<file path="config.mk">
export PLATFORM = sky130hd
export DESIGN_NAME = byte_mem_port
export DESIGN_NICKNAME = d
export VERILOG_FILES = /design/src/rtl/byte_mem_pkg.sv /design/src/rtl/byte_mem_seq.sv /design/src/rtl/byte_mem_addr.sv /design/src/rtl/byte_mem_steer.sv /design/src/rtl/byte_mem_port.sv
export SDC_FILE = /design/constraint.sdc
export NUM_CORES = 1
export LEC_CHECK = 0
export ABC_AREA = 1
export ABC_CLOCK_PERIOD_IN_PS = 1900
export BUFFER_PORTS_ARGS = -buffer_cell sky130_fd_sc_hd__buf_2
export CORE_ASPECT_RATIO = 2
export CORE_UTILIZATION = 30
export DETAILED_ROUTE_END_ITERATION = 10
export SLEW_MARGIN = 20
export SYNTH_ARGS = -nofsm -noshare
export SYNTH_HDL_FRONTEND = slang
export SYNTH_SLANG_ARGS = --single-unit
</file>
<file path="constraint.sdc">
create_clock -name clk -period 1.9 [get_ports clk]
set_input_delay 0.095 -clock clk [delete_from_list [all_inputs] [get_ports clk]]
set_output_delay 0.095 -clock clk [all_outputs]
set_load 0.02 [all_outputs]
</file>
<file path="src/rtl/byte_mem_pkg.sv">
package byte_mem_pkg;

    localparam int DST_W = 4;
    localparam int MSEL_W = 2;

    // datapath destination codes decoded here
    localparam logic [DST_W-1:0] DST_HI_ADDR = 4'd10;
    localparam logic [DST_W-1:0] DST_LO_READ = 4'd11;
    localparam logic [DST_W-1:0] DST_LO_WRITE = 4'd13;
    localparam logic [DST_W-1:0] DST_WR_DATA = 4'd15;

    // memory-destination selector codes
    localparam logic [MSEL_W-1:0] MSEL_NONE = 2'd0;
    localparam logic [MSEL_W-1:0] MSEL_MD = 2'd1;
    localparam logic [MSEL_W-1:0] MSEL_MD_LO = 2'd2;
    localparam logic [MSEL_W-1:0] MSEL_MD_LO_IR = 2'd3;

    typedef enum logic [2:0] {
        ST_IDLE,
        ST_RD_WAIT,
        ST_RD_DATA,
        ST_WR_WAIT,
        ST_WR_DONE
    } acc_state_t;

endpackage

</file>
<file path="src/rtl/byte_mem_seq.sv">
module byte_mem_seq
    import byte_mem_pkg::*;
#(
    parameter int ACC_LAT = 2
) (
    input  logic clk,
    input  logic rst_n,
    input  logic start_rd,
    input  logic start_wr,
    output logic accept,
    output logic busy,
    output logic rd_strobe,
    output logic wr_strobe,
    output logic data_valid,
    output logic overlap_err
);

    localparam int CNT_W = (ACC_LAT > 2) ? $clog2(ACC_LAT) : 1;
    localparam logic [CNT_W-1:0] CNT_LAST = CNT_W'(ACC_LAT - 2);

    acc_state_t state_q, state_d;
    logic [CNT_W-1:0] cnt_q, cnt_d;
    logic start_any;

    assign start_any = start_rd | start_wr;

    // state register
    always_ff @(posedge clk or negedge rst_n) begin
        if (!rst_n) begin
            state_q <= ST_IDLE;
            cnt_q <= '0;
        end else begin
            state_q <= state_d;
            cnt_q <= cnt_d;
        end
    end

    // next state
    always_comb begin
        state_d = state_q;
        cnt_d = cnt_q;
        unique case (state_q)
            ST_IDLE: begin
                cnt_d = '0;
                if (start_rd) begin
                    state_d = ST_RD_WAIT;
                end else if (start_wr) begin
                    state_d = ST_WR_WAIT;
                end
            end
            ST_RD_WAIT: begin
                if (cnt_q == CNT_LAST) begin
                    state_d = ST_RD_DATA;
                end else begin
                    cnt_d = cnt_q + 1'b1;
                end
            end
            ST_RD_DATA: state_d = ST_IDLE;
            ST_WR_WAIT: begin
                if (cnt_q == CNT_LAST) begin
                    state_d = ST_WR_DONE;
                end else begin
                    cnt_d = cnt_q + 1'b1;
                end
            end
            ST_WR_DONE: state_d = ST_IDLE;
            default: state_d = ST_IDLE;
        endcase
    end

    // outputs
    always_comb begin
        accept = 1'b0;
        busy = 1'b1;
        rd_strobe = 1'b0;
        wr_strobe = 1'b0;
        data_valid = 1'b0;
        unique case (state_q)
            ST_IDLE: begin
                busy = 1'b0;
                accept = start_any;
            end
            ST_RD_WAIT: rd_strobe = (cnt_q == '0);
            ST_RD_DATA: data_valid = 1'b1;
            ST_WR_WAIT: wr_strobe = (cnt_q == '0);
            ST_WR_DONE: ;
            default: busy = 1'b0;
        endcase
    end

    // sticky overlap flag
    always_ff @(posedge clk or negedge rst_n) begin
        if (!rst_n) begin
            overlap_err <= 1'b0;
        end else if (start_any && busy) begin
            overlap_err <= 1'b1;
        end
    end

    p_strobe_after_accept_r3: assert property (@(posedge clk) disable iff (!rst_n)
        accept |=> (rd_strobe || wr_strobe));

    p_strobe_excl_r4: assert property (@(posedge clk) disable iff (!rst_n)
        $onehot0({rd_strobe, wr_strobe}));

    p_valid_in_busy_r5: assert property (@(posedge clk) disable iff (!rst_n)
        data_valid |-> busy);

    p_err_sticky_r8: assert property (@(posedge clk) disable iff (!rst_n)
        overlap_err |=> overlap_err);

    p_busy_start_no_strobe_r8: assert property (@(posedge clk) disable iff (!rst_n)
        (busy && !rd_strobe && !wr_strobe) |=> (!rd_strobe && !wr_strobe));

endmodule

</file>
<file path="src/rtl/byte_mem_addr.sv">
module byte_mem_addr #(
    parameter int DATA_W = 8,
    parameter int ADDR_W = 2 * DATA_W
) (
    input  logic clk,
    input  logic rst_n,
    input  logic ld_hi,
    input  logic ld_wd,
    input  logic start_any,
    input  logic accept,
    input  logic busy,
    input  logic lo_from_mem,
    input  logic [DATA_W-1:0] dp_bus,
    input  logic [DATA_W-1:0] mem_rdata,
    output logic [DATA_W-1:0] hi_q,
    output logic [DATA_W-1:0] lo_q,
    output logic [DATA_W-1:0] wd_q,
    output logic [ADDR_W-1:0] acc_addr,
    output logic [DATA_W-1:0] acc_wdata
);

    always_ff @(posedge clk or negedge rst_n) begin
        if (!rst_n) begin
            hi_q <= '0;
            wd_q <= '0;
        end else begin
            if (ld_hi) hi_q <= dp_bus;
            if (ld_wd) wd_q <= dp_bus;
        end
    end

    // low byte: from datapath at start, or from memory by steering
    always_ff @(posedge clk or negedge rst_n) begin
        if (!rst_n) begin
            lo_q <= '0;
        end else if (accept) begin
            lo_q <= dp_bus;
        end else if (lo_from_mem) begin
            lo_q <= mem_rdata;
        end
    end

    // access capture at start
    always_ff @(posedge clk or negedge rst_n) begin
        if (!rst_n) begin
            acc_addr <= '0;
            acc_wdata <= '0;
        end else if (accept) begin
            acc_addr <= {hi_q, dp_bus};
            acc_wdata <= wd_q;
        end
    end

    p_ignored_start_keeps_lo_r8: assert property (@(posedge clk) disable iff (!rst_n)
        (start_any && !accept && !lo_from_mem) |=> $stable(lo_q));

    p_addr_held_r9: assert property (@(posedge clk) disable iff (!rst_n)
        busy |=> ($stable(acc_addr) && $stable(acc_wdata)));

endmodule

</file>
<file path="src/rtl/byte_mem_steer.sv">
module byte_mem_steer
    import byte_mem_pkg::*;
#(
    parameter int DATA_W = 8
) (
    input  logic clk,
    input  logic rst_n,
    input  logic data_valid,
    input  logic [MSEL_W-1:0] mbus_sel,
    input  logic [DATA_W-1:0] mem_rdata,
    output logic lo_from_mem,
    output logic [DATA_W-1:0] md_q,
    output logic [DATA_W-1:0] ir_q
);

    logic ld_md, ld_ir;

    always_comb begin
        ld_md = 1'b0;
        lo_from_mem = 1'b0;
        ld_ir = 1'b0;
        if (data_valid) begin
            unique case (mbus_sel)
                MSEL_NONE: ;
                MSEL_MD: ld_md = 1'b1;
                MSEL_MD_LO: begin
                    ld_md = 1'b1;
                    lo_from_mem = 1'b1;
                end
                MSEL_MD_LO_IR: begin
                    ld_md = 1'b1;
                    lo_from_mem = 1'b1;
                    ld_ir = 1'b1;
                end
                default: ;
            endcase
        end
    end

    always_ff @(posedge clk or negedge rst_n) begin
        if (!rst_n) begin
            md_q <= '0;
            ir_q <= '0;
        end else begin
            if (ld_md) md_q <= mem_rdata;
            if (ld_ir) ir_q <= mem_rdata;
        end
    end

    p_no_capture_outside_valid_r7: assert property (@(posedge clk) disable iff (!rst_n)
        !data_valid |=> ($stable(md_q) && $stable(ir_q)));

endmodule

</file>
<file path="src/rtl/byte_mem_port.sv">
module byte_mem_port
    import byte_mem_pkg::*;
#(
    parameter int DATA_W = 8,
    parameter int ADDR_W = 2 * DATA_W,
    parameter int ACC_LAT = 2
) (
    input  logic clk,
    input  logic rst_n,
    input  logic [DST_W-1:0] dst_sel,
    input  logic [DATA_W-1:0] dp_bus,
    input  logic [MSEL_W-1:0] mbus_sel,
    input  logic [DATA_W-1:0] mem_rdata,
    output logic [ADDR_W-1:0] mem_addr,
    output logic [DATA_W-1:0] mem_wdata,
    output logic mem_rd,
    output logic mem_wr,
    output logic [DATA_W-1:0] hi_addr_q,
    output logic [DATA_W-1:0] lo_addr_q,
    output logic [DATA_W-1:0] wr_data_q,
    output logic [DATA_W-1:0] mem_data_q,
    output logic [DATA_W-1:0] instr_q,
    output logic busy,
    output logic data_valid,
    output logic overlap_err
);

    logic start_rd, start_wr, start_any, accept, lo_from_mem;
    logic ld_hi, ld_wd;

    assign start_rd = (dst_sel == DST_LO_READ);
    assign start_wr = (dst_sel == DST_LO_WRITE);
    assign start_any = start_rd | start_wr;
    assign ld_hi = (dst_sel == DST_HI_ADDR);
    assign ld_wd = (dst_sel == DST_WR_DATA);

    byte_mem_seq #(.ACC_LAT(ACC_LAT)) u_seq (
        .clk(clk),
        .rst_n(rst_n),
        .start_rd(start_rd),
        .start_wr(start_wr),
        .accept(accept),
        .busy(busy),
        .rd_strobe(mem_rd),
        .wr_strobe(mem_wr),
        .data_valid(data_valid),
        .overlap_err(overlap_err)
    );

    byte_mem_addr #(.DATA_W(DATA_W), .ADDR_W(ADDR_W)) u_addr (
        .clk(clk),
        .rst_n(rst_n),
        .ld_hi(ld_hi),
        .ld_wd(ld_wd),
        .start_any(start_any),
        .accept(accept),
        .busy(busy),
        .lo_from_mem(lo_from_mem),
        .dp_bus(dp_bus),
        .mem_rdata(mem_rdata),
        .hi_q(hi_addr_q),
        .lo_q(lo_addr_q),
        .wd_q(wr_data_q),
        .acc_addr(mem_addr),
        .acc_wdata(mem_wdata)
    );

    byte_mem_steer #(.DATA_W(DATA_W)) u_steer (
        .clk(clk),
        .rst_n(rst_n),
        .data_valid(data_valid),
        .mbus_sel(mbus_sel),
        .mem_rdata(mem_rdata),
        .lo_from_mem(lo_from_mem),
        .md_q(mem_data_q),
        .ir_q(instr_q)
    );

    p_write_keeps_md_r4: assert property (@(posedge clk) disable iff (!rst_n)
        mem_wr |=> $stable(mem_data_q));

    p_fan_lo_agrees_r6: assert property (@(posedge clk) disable iff (!rst_n)
        (data_valid && mbus_sel[1]) |=> (lo_addr_q == mem_data_q));

    p_fan_ir_agrees_r6: assert property (@(posedge clk) disable iff (!rst_n)
        (data_valid && mbus_sel == MSEL_MD_LO_IR) |=> (instr_q == mem_data_q));

    p_idle_after_start_busy_r3: assert property (@(posedge clk) disable iff (!rst_n)
        (start_any && !busy) |=> busy);

endmodule

</file>
# --- Yosys cells after proc, flatten, opt, wreduce, memory -nomap -nowiden ---
# Index checks and enable logic that the tools add are counted.
# W data, S select, Z words.
word_totals:
  ff_bits: 69
  in_bits: 24
  output_inout_bits: 69
op_classes:
  addsub: 1
  eq_ne: 14
  mux: 20
  bitwise_logic: 2
  n_reduce_logical: 9
op_table:
  columns: ["operator", "n"]
  rows:
  - ["$eq A4 B4 Y1 const B", 4]
  - ["$mux W8", 2]
  - ["$mux W1", 12]
  - ["$mux W3", 4]
  - ["$pmux W3 S3", 1]
  - ["$eq A3 B2 Y1 const B", 2]
  - ["$eq A2 B2 Y1 const B", 2]
  - ["$ne A2 B2 Y1 const B", 2]
  - ["$reduce_bool A2 Y1", 2]
  - ["$reduce_or A2 Y1", 2]
  - ["$reduce_or A4 Y1", 1]
  - ["$eq A3 B1 Y1 const B", 1]
  - ["$eq A3 B3 Y1 const B", 1]
  - ["$logic_not A3 Y1", 1]
  - ["$ne A3 B1 Y1 const B", 1]
  - ["$reduce_and A3 Y1", 1]
  - ["$reduce_or A3 Y1", 1]
  - ["$eq A2 B1 Y1 const B", 1]
  - ["$pmux W1 S2", 1]
  - ["$add A1 B1 Y1 const B", 1]
  - ["$logic_and A1 B1 Y1", 1]
  - ["$not A1 Y1", 1]
  - ["$or A1 B1 Y1", 1]

# --- Depth between registers and ports, before layout ---
# Gate-level depths: netlist of the first run.
depth:
  ltp_word: 6
  mapped_depth: 9

# --- Cells and area by module ---
# Synthesis of the first run repeated with hierarchy kept, for this count alone.
unflattened:
  hier_cells: 302
  hier_area_um2: 2783.9
by_module_without_submodules:
  columns: ["mod", "n_inst", "cells_each", "area_each_um2"]
  rows:
  - ["byte_mem_addr", 1, 187, 1821.7]
  - ["byte_mem_steer", 1, 72, 701.9]
  - ["byte_mem_seq", 1, 26, 191.4]
  - ["byte_mem_port", 1, 17, 68.8]

# --- Worst setup path after synthesis of the first run ---
# Ideal clock, no wire load.
synth_timing:
  path_type: "register to register"
  start: "register u_seq.state_q[0]"
  end: "register u_steer.md_q[5]"
  arrival_time_ps: 1248
  t_required_ps: 1783
  slack_ps: 535
  path_stages_with_launch: 6
  n_path_buf: 1
  period_less_slack_ps: 1365
  path_cell_list: "dfrtp_1 -> nor3_2 -> o21ai_2 -> buf_6 -> nand2_2 -> o21ai_2"
synth_via:
  elab_chain_cells: 3
synth_rtl:
  columns: ["item", "line", "text"]
  rows:
  - ["from (decl)", "byte_mem_seq.sv:21", "acc_state_t state_q, state_d;"]
  - ["from (signal assigned)", "byte_mem_seq.sv:33", "state_q <= state_d;"]
  - ["$eq A3 B2 Y1", "byte_mem_seq.sv:78", "unique case (state_q)"]
  - ["$mux W1", "byte_mem_seq.sv:78", null]
  - ["net data_valid", "byte_mem_port.sv:24", "output logic data_valid,"]
  - ["$mux W1", "byte_mem_steer.sv:22", "if (data_valid) begin"]
  - ["to (signal assigned)", "byte_mem_steer.sv:45", "if (ld_md) md_q <= mem_rdata;"]
  - ["to (decl)", "byte_mem_steer.sv:12", "output logic [DATA_W-1:0] md_q,"]
# The timed path passes the listed nets, and every way through them passes these cells.
# A chain may end at the register's enable or synchronous reset.

# --- Final worst setup path of the first run ---
layout_timing:
  start: "register u_seq.state_q[0]"
  end: "register u_addr.acc_addr[15]"
layout_via:
  elab_chain_cells: 2
layout_rtl:
  columns: ["item", "line", "text"]
  rows:
  - ["$logic_not A3 Y1", "byte_mem_seq.sv:78", null]
  - ["$mux W1", "byte_mem_seq.sv:78", null]
  - ["to (signal assigned)", "byte_mem_addr.sv:49", "acc_addr <= {hi_q, dp_bus};"]
  - ["to (decl)", "byte_mem_addr.sv:18", "output logic [ADDR_W-1:0] acc_addr,"]
# Every way passes these cells.

==> results.json, run 1 <==
{
  "cap_viol_max_count": 0,
  "cts_tree": "yes",
  "core_area_um2": 9450,
  "rsz0062_at_grt": "no",
  "setup_viol": 0,
  "mostFrequentLayoutCells": "nand2_1, buf_2, dfrtp_1, inv_1, o21ai_2",
  "synth_area_leader_cell": "dfrtp_1",
  "area_delta_synth_final_pct": 28.2,
  "setup_slack_ns": 0.360,
  "route.detailed.drc": 0,
  "post-route-util": 0.399,
  "grt_util_all_layers": 0.155,
  "antenna_cells": 0,
  "cp_cell_sequence": "nor2_2 -> nand2_2 -> inv_6 -> nand2_4 -> buf_4 -> nand2_1 -> o21ai_2",
  "grt_pass1_wl_um": 11700,
  "post_cts_buffers": 0,
  "setup_tns_ns": 0,
  "worstSetupPathType": "reg2reg",
  "cts_made_buffers": 9,
  "critPathMaxFanout": 29,
  "post-dp-hpwl_um": 5540,
  "ys_warn_count": 0,
  "fin_hold_ws_ns": 0.0455,
  "fin_crit_ns": 1.54,
  "clock_skew_ns": 0.00400,
  "timing.fmax_ghz": 0.650,
  "regToRegStartpoint": "u_seq.state_q[0]",
  "clock_path_buffers": 2,
  "min_path_cells": 3,
  "wl_per_cell_um": 13.4,
  "finalMaxSlewViolations": 0,
  "vias_per_cell": 4.25,
  "p_leak_nw": 2.09,
  "overflow": 0,
  "cts-resized-gates": 0,
  "min_from": "dp_bus[3]",
  "place_congestion": 0.846,
  "numPortBuffers": 92,
  "hold_path_class": "in2reg",
  "seqCellArea_um2": 1700,
  "cpMaxStageDelayCell": "dfrtp_1",
  "totalWireLength_um": 7210,
  "row_count": 50,
  "avgSynthCellArea_um2": 9.64,
  "worst-path-stages": 7,
  "r2r_setup_slack_ns": 0.36,
  "synth_nets": 329,
  "tightestPinTransition_ns": 0.903,
  "fp.dieH_um": 142,
  "hold_viol": 0,
  "dp_worst_setup_slack_ns": 0.368,
  "synthTopCellsByArea": "dfrtp_1, nand2_1, o21ai_2",
  "initialDrtViolationCount": 131,
  "cts_root_buf": "clkbuf_16",
  "min_to": "u_addr.wd_q[3]",
  "nFillCells": 983,
  "synth-seq-area-share": 0.579,
  "path_buf_inv": 2,
  "outcome": "finished, final reports clean",
  "grt_pass1_vias": 2295,
  "synth_area_um2": 2940,
  "synth_top_area_frac": 0.579,
  "cp_top_family": "simple AND/OR/NAND/NOR gates",
  "dieArea_um2": 10200,
  "cp-end-kind": "register",
  "cts_htree_levels": 3,
  "multi_input_area_um2": 967,
  "ys_seq_elements": 68,
  "fin_nets": 427,
  "dr_total_vias": 2280,
  "final_antenna_net_count": 0,
  "path_clk_slew_ns": 0.05,
  "critPathMaxStageDelay_ns": 0.43,
  "period_share": 0.810,
  "crit_arrival_ns": 1.74,
  "antenna_found_initial": 0,
  "start_kind": "register",
  "ir_drop_mv": 0.758,
  "clk_latency_ns": 0.32,
  "grt_max_degree": 69,
  "relSlewSlack": 0.398,
  "layout_commonest_cell": "nand2_1",
  "start_util": 0.311,
  "cts_sinks": 68,
  "reg2reg_depth": 7,
  "synthDistinctLibCells": 23,
  "syn-instance-count": 305,
  "drive_gt1_frac": 0.398,
  "power.density_nw_per_um2": 1690,
  "firstDrtPassIters": 4,
  "rr_endpoint": "u_addr.acc_addr[15]",
  "die_w_um": 72.0,
  "required_ns": 2.10,
  "io_pins": 93
}
flip-flops by register name (all words and copies together) (netlist names):
| register | cells |
|---|---|
| u_steer.md_q | 8 |
| u_addr.acc_wdata | 8 |
| u_addr.wd_q | 8 |
| u_seq.state_q | 3 |
| u_addr.acc_addr | 16 |
| u_addr.hi_q | 8 |
| u_addr.lo_q | 8 |
| u_steer.ir_q | 8 |
| u_seq.overlap_err | 1 |
where the power goes:
part,internal (mW),switching (mW)
Combinational,0.829,1.65
Clock,0.942,0.554
Sequential,2.04,0.342
how the worst max path moves through the flow:
| stage | startpoint | to |
|---|---|---|
| global placement | u_seq.state_q[0] | u_addr.acc_wdata[7] |
| detailed placement | u_seq.state_q[0] | u_addr.acc_wdata[7] |
| CTS | u_seq.state_q[0] | u_addr.acc_wdata[7] |
| floorplan | u_seq.state_q[0] | u_steer.md_q[5] |
| global route | u_seq.state_q[0] | u_addr.acc_wdata[7] |
| finish | u_seq.state_q[0] | u_addr.acc_addr[15] |
layer usage:
layer,part of all wire,global-route usage
met4,0.044,0.0939
met2,0.55,0.278
met3,0.038,0.0411
met1,0.36,0.157
met5,0,0
area by class of cell:
| class | instances | share of cell area |
|---|---|---|
| Tap cell | 130 | 0.0432 |
| Sequential cell | 68 | 0.452 |
| Multi-Input combinational cell | 185 | 0.257 |
| Clock buffer | 13 | 0.0691 |
| Timing Repair Buffer | 97 | 0.134 |
| Clock inverter | 2 | 0.00266 |
| Inverter | 42 | 0.0432 |
per-stage QoR:
stage	cells	power, mW	cell area, um^2
floorplan	305	4.04	2940
global placement	521	4.89	3490
detailed placement	521	4.93	3490
CTS	537	6.47	3770
global route	537	6.79	3770
finish	537	6.36	3770
worst min-delay path, stage by stage:
cell and delay (ns):
buf_2 0.12, nand2_1 0.05, o21ai_0 0.06
cells in the mapped netlist:
cell and n:
buf_6 7, o21ai_0 15, inv_6 1, nand3_2 9, nand2_1 98, nand3_1 8, buf_2 1, buf_12 1
and3_1 1, nor2_1 8, nor2_2 3, dfrtp_1 68, inv_2 3, o21ai_2 24, o22ai_1 1, nor3_2 1
o21ai_1 2, a21o_1 1, clkbuf_1 1, inv_1 38, a21oi_1 2, nand2_2 10, nand2_4 2
cell families after synthesis:
kind of cell	share of synthesized area
AO/OA/AOI/OAI	0.109
buffers and inverters	0.0920
flip-flops	0.579
AND/OR/NAND/NOR	0.221
repair_timing:
item / 4_1_cts / 5_1_grt
hold endpoints to repair: 68 / 0
hold buffers: 1 / 0
endpoints found under the setup margin: 0 / 0
No activity file was read; power rests on OpenSTA's default activity.
==> inputs of run 2 (changes only) <==
--- a/config.mk
+++ b/config.mk
@@ -6,7 +6,7 @@
 export NUM_CORES = 1
 export LEC_CHECK = 0
 export ABC_AREA = 1
-export ABC_CLOCK_PERIOD_IN_PS = 1900
+export ABC_CLOCK_PERIOD_IN_PS = 1550
 export BUFFER_PORTS_ARGS = -buffer_cell sky130_fd_sc_hd__buf_2
 export CORE_ASPECT_RATIO = 2
 export CORE_UTILIZATION = 30
==> constraint.sdc (replaced) <==
create_clock -name clk -period 1.55 [get_ports clk]
set_input_delay 0.0775 -clock clk [delete_from_list [all_inputs] [get_ports clk]]
set_output_delay 0.0775 -clock clk [all_outputs]
set_load 0.02 [all_outputs]
==> run 2 against run 1 <==
- clock-buffer cell count decreased by 2
- die area unchanged
- critical path depth decreased by 2
- non-clock buffer count increased by 2
- critical endpoint is now u_steer.md_q[1]
- utilization increased by 1.0 points
- design area increased by 2.6%
- maximum frequency increased by 11%
==> results.json, run 2 (synthesized netlist as in run 1, its figures left out) <==
{
  "p_leak_nw": 2.14,
  "row_count": 50,
  "ir_drop_mv": 0.974,
  "min_path_cells": 3,
  "place_congestion": 0.776,
  "nFillCells": 982,
  "cts_made_buffers": 9,
  "min_from": "dp_bus[2]",
  "cts_htree_levels": 3,
  "period_share": 0.896,
  "cts_tree": "yes",
  "post-dp-hpwl_um": 5540,
  "mostFrequentLayoutCells": "nand2_1, buf_2, dfrtp_1, inv_1, o21ai_2",
  "crit_arrival_ns": 1.58,
  "clk_latency_ns": 0.33,
  "setup_viol": 0,
  "initialDrtViolationCount": 107,
  "totalWireLength_um": 7190,
  "cp-end-kind": "register",
  "firstDrtPassIters": 4,
  "path_clk_slew_ns": 0.05,
  "dp_cells": 522,
  "top_usage_layer": "met2",
  "seqCellArea_um2": 1700,
  "power.density_nw_per_um2": 2130,
  "use_met1": 0.157,
  "grt_pass1_wl_um": 11500,
  "clock_skew_ns": 0.00508,
  "cap_viol_max_count": 0,
  "wl_per_cell_um": 13.3,
  "stdcell_count": 539,
  "route.detailed.drc": 0,
  "setup_tns_ns": 0,
  "grt_util_met3": 0.0432,
  "fp.dieH_um": 142,
  "worstSetupPathType": "reg2reg",
  "dieArea_um2": 10200,
  "io_pins": 93,
  "tightestPinTransition_ns": 0.914,
  "core_area_um2": 9450,
  "grt_max_degree": 36,
  "grt_pass1_vias": 2262,
  "overflow": 0,
  "timing.fmax_ghz": 0.720,
  "drive_gt1_frac": 0.408,
  "start_util": 0.311,
  "outcome": "finished, final reports clean",
  "post-route-util": 0.409,
  "dr_total_vias": 2283,
  "required_ns": 1.74,
  "fin_nets": 429,
  "grt_util_all_layers": 0.153,
  "met2_usage": 0.277,
  "relSlewSlack": 0.391,
  "cts_sinks": 68,
  "cts_root_buf": "clkbuf_16",
  "rr_endpoint": "u_steer.md_q[1]",
  "r2r_setup_slack_ns": 0.16,
  "final_antenna_net_count": 0,
  "finalMaxSlewViolations": 0,
  "min_to": "u_addr.wd_q[2]",
  "antenna_found_initial": 0,
  "regToRegStartpoint": "u_seq.state_q[1]",
  "vias_per_cell": 4.24,
  "start_kind": "register",
  "critPathMaxFanout": 16,
  "largest_reg_flops": 16,
  "die_w_um": 72.0,
  "hold_viol": 0,
  "multi_input_area_um2": 970,
  "layout_commonest_cell": "nand2_1",
  "rsz0062_at_grt": "no",
  "numPortBuffers": 92,
  "area_delta_synth_final_pct": 31.5,
  "antenna_cells": 0,
  "largest_register": "u_addr.acc_addr",
  "fin_crit_ns": 1.39,
  "clock_path_buffers": 2,
  "reg2reg_depth": 5,
  "hold_path_class": "in2reg"
}
run 2: cell types whose count changed in the layout (fill, tap and decap cells not counted), sizes merged:
cell | previous run | this run
buf | 96 | 98
bufinv | 0 | 2
clkbuf | 13 | 11
inv | 42 | 41
clkinvlp | 0 | 1
run 2: layer usage:
layer  wire length, um  vias to the layer above
li1                  -                     1145
met1              2740                     1073
met2              4050                       55
met3               249                       10
met4               148                        0
met5                 0                        -
run 2: worst max path at each step:
| stage | start | end | slack (ns) | depth (start not counted) |
|---|---|---|---|---|
| 6_report | u_seq.state_q[1] | u_steer.md_q[1] | 0.16 | 5 |
| 5_1_grt | u_seq.state_q[1] | u_steer.md_q[1] | 0.03 | 5 |
| 3_3_place_gp | u_seq.state_q[1] | u_steer.md_q[7] | 0.19 | 5 |
| 2_1_floorplan | u_seq.state_q[0] | u_steer.md_q[5] | 0.18 | 5 |
| 3_5_place_dp | u_seq.state_q[1] | u_steer.md_q[1] | 0.16 | 5 |
| 4_1_cts | u_seq.state_q[0] | busy | 0.06 | 5 |
run 2: per-stage QoR:
stage	hold slack (ns)	instance area (um^2)	setup slack [ns]	power, mW
floorplan	-0.218	2940	0.185	4.95
global placement	0.0661	3520	0.193	6.02
detailed placement	0.0650	3520	0.159	6.07
CTS	0.0000710	3850	0.0624	8.33
global route	0.0226	3860	0.0298	8.73
finish	0.0148	3860	0.161	8.22
run 2: what timing repair did:
action                                  4_1_cts  5_1_grt
gates resized for setup                       0        2
endpoints found under the hold margin        34        0
endpoints found under the setup margin        1        1
buffers inserted                              0        2
hold buffers                                  1        0
run 2: where the power goes:
| part | internal [mW] | switching [mW] |
|---|---|---|
| registers | 2.50 | 0.435 |
| logic | 1.06 | 2.00 |
| clock network | 1.48 | 0.736 |
| total | 5.04 | 3.18 |
run 2: layout make-up:
| class | count | area share |
|---|---|---|
| clock buffers | 11 | 0.0654 |
| repair buffers | 99 | 0.140 |
| flip-flops and latches | 68 | 0.440 |
| multi-input cells | 185 | 0.251 |
| clock inverters | 4 | 0.0188 |
| inverters | 42 | 0.0421 |
| well taps | 130 | 0.0421 |
run 2: critical path, stage by stage, from the launching register on:
cell     delay [ns]
dfrtp_1        0.40
inv_1          0.09
nor3_2         0.21
o21ai_2        0.31
nand2_1        0.17
o21ai_2        0.06
==> inputs of run 3 (changes only) <==
--- a/config.mk
+++ b/config.mk
@@ -9,6 +9,7 @@
 export ABC_CLOCK_PERIOD_IN_PS = 1550
 export BUFFER_PORTS_ARGS = -buffer_cell sky130_fd_sc_hd__buf_2
 export CORE_ASPECT_RATIO = 2
+export CORE_MARGIN = 8
 export CORE_UTILIZATION = 30
 export DETAILED_ROUTE_END_ITERATION = 10
 export SLEW_MARGIN = 20
==> run 3 against run 2 <==
- maximum frequency decreased by 1.9%
- clock-buffer cell count decreased by 1
- power decreased by 4.7%
- worst setup slack got worse by 0.027 ns
- largest cell class unchanged
- sequential share of layout area increased by 0.77 points
- critical path type is now reg2out
- worst hold slack got worse by 0.0015 ns
- global-route usage decreased by 2.7 points
- sequential cell count unchanged
- non-clock buffer count unchanged
- sequential power about the same
- combinational power about the same
- critical path depth unchanged
==> results.json, run 3 (synthesized netlist as in run 1, its figures left out) <==
{
  "outcome": "finished, final reports clean",
  "rsz0062_at_grt": "no",
  "wl_per_cell_um": 14.6,
  "nFillCells": 998,
  "clock_path_buffers": 2,
  "ir_drop_mv": 0.744,
  "final_antenna_net_count": 0,
  "fp.dieH_um": 156,
  "fin_nets": 429,
  "dp_worst_setup_slack_ns": 0.217,
  "antenna_found_initial": 0,
  "min_path_cells": 3,
  "required_ns": 1.47,
  "initialDrtViolationCount": 80,
  "drive_gt1_frac": 0.403,
  "route.detailed.drc": 0,
  "grt_util_all_layers": 0.126,
  "core_area_um2": 9640,
  "vias_per_cell": 4.26,
  "grt_pass1_wl_um": 12600,
  "start_kind": "register",
  "hold_viol": 0,
  "cts_made_buffers": 9,
  "finalMaxSlewViolations": 0,
  "path_clk_slew_ns": 0.06,
  "cts_tree": "yes",
  "row_count": 51,
  "cap_viol_max_count": 0,
  "hold_buffers": 1,
  "relSlewSlack": 0.395,
  "numPortBuffers": 92,
  "p_leak_nw": 2.10,
  "start_util": 0.305,
  "antenna_cells": 0,
  "setup_slack_ns": 0.134,
  "fin_hold_ws_ns": 0.0134,
  "largest_reg_flops": 16,
  "rr_endpoint": "u_addr.lo_q[7]",
  "dr_total_vias": 2302,
  "grt_max_degree": 36,
  "r2r_setup_slack_ns": 0.22,
  "grt_pass1_vias": 2413,
  "post-dp-hpwl_um": 6210,
  "dieArea_um2": 13400,
  "post_cts_buffers": 0,
  "layout_commonest_cell": "nand2_1",
  "place_congestion": 0.790,
  "fin_crit_ns": 1.42,
  "cp-end-kind": "output pin",
  "period_share": 0.914,
  "largest_register": "u_addr.acc_addr",
  "hold_path_class": "in2reg",
  "min_to": "u_addr.wd_q[2]",
  "io_pins": 93,
  "cts_root_buf": "clkbuf_16",
  "overflow": 0,
  "totalWireLength_um": 7920,
  "mostFrequentLayoutCells": "nand2_1, buf_2, dfrtp_1, inv_1, o21ai_2",
  "timing.fmax_ghz": 0.706,
  "die_w_um": 86.0,
  "post-route-util": 0.394,
  "firstDrtPassIters": 4,
  "total_power_mw": 7.83,
  "min_from": "dp_bus[2]",
  "cts_sinks": 68,
  "clock_skew_ns": 0.00409,
  "worstSetupPathType": "reg2out",
  "regToRegStartpoint": "u_seq.state_q[0]",
  "critPathMaxFanout": 3,
  "crit_arrival_ns": 1.34,
  "setup_tns_ns": 0,
  "cts_htree_levels": 3,
  "clk_latency_ns": 0.33,
  "reg2reg_depth": 7,
  "tightestPinTransition_ns": 0.907,
  "power.density_nw_per_um2": 2060,
  "cts-resized-gates": 0,
  "area_delta_synth_final_pct": 29.2,
  "setup_viol": 0
}
==> run 3: cell types whose count changed in the layout (fill, tap and decap cells not counted), sizes merged <==
cell,before,now
clkinvlp,1,2
bufinv,2,0
clkinv,2,3
clkbuf,11,10
inv,41,42
==> run 3: worst max-delay path: stages (launching register included) <==
cell and delay [ns]:
dfrtp_1 0.41, inv_1 0.10, nand2_2 0.13, inv_6 0.04, nor2_1 0.13, buf_2 0.19
==> run 3: worst max-delay path by stage <==
stage / end / cells past startpoint / start / slack [ns]
3_5_place_dp: u_addr.lo_q[5] / 7 / u_seq.state_q[0] / 0.22
5_1_grt: busy / 5 / u_seq.state_q[2] / 0.01
6_report: busy / 5 / u_seq.state_q[2] / 0.13
4_1_cts: busy / 5 / u_seq.state_q[2] / 0.13
3_3_place_gp: u_steer.md_q[4] / 5 / u_seq.state_q[1] / 0.23
2_1_floorplan: u_steer.md_q[5] / 5 / u_seq.state_q[0] / 0.18
==> run 3: stage by stage <==
step                instance area (um^2)  std cells
floorplan                           2940        305
global placement                    3530        525
detailed placement                  3530        525
CTS                                 3800        541
global route                        3800        541
finish                              3800        541
==> run 3: per-layer routing <==
| layer | routed length [um] | up-vias | track usage |
|---|---|---|---|
| li1 | - | 1138 | - |
| met1 | 2760 | 1088 | 0.123 |
| met2 | 4480 | 63 | 0.226 |
| met3 | 498 | 13 | 0.0406 |
| met4 | 187 | 0 | 0.0673 |
| met5 | 0 | - | 0 |
==> run 3: layout make-up <==
type                       instances  area (um^2)  area share
multi-input combinational        185          967       0.255
sequential                        68         1700       0.448
timing repair buffer              99          543       0.143
inverter                          42          163      0.0428
clock buffer                      10          229      0.0603
tap                              132          165      0.0435
clock inverter                     5         30.0     0.00791
==> run 3: where the power goes <==
part	internal, mW	leakage, nW	switching, mW
clock	1.06	0.124	0.742
combinational	1.04	1.13	2.05
sequential	2.50	0.850	0.437
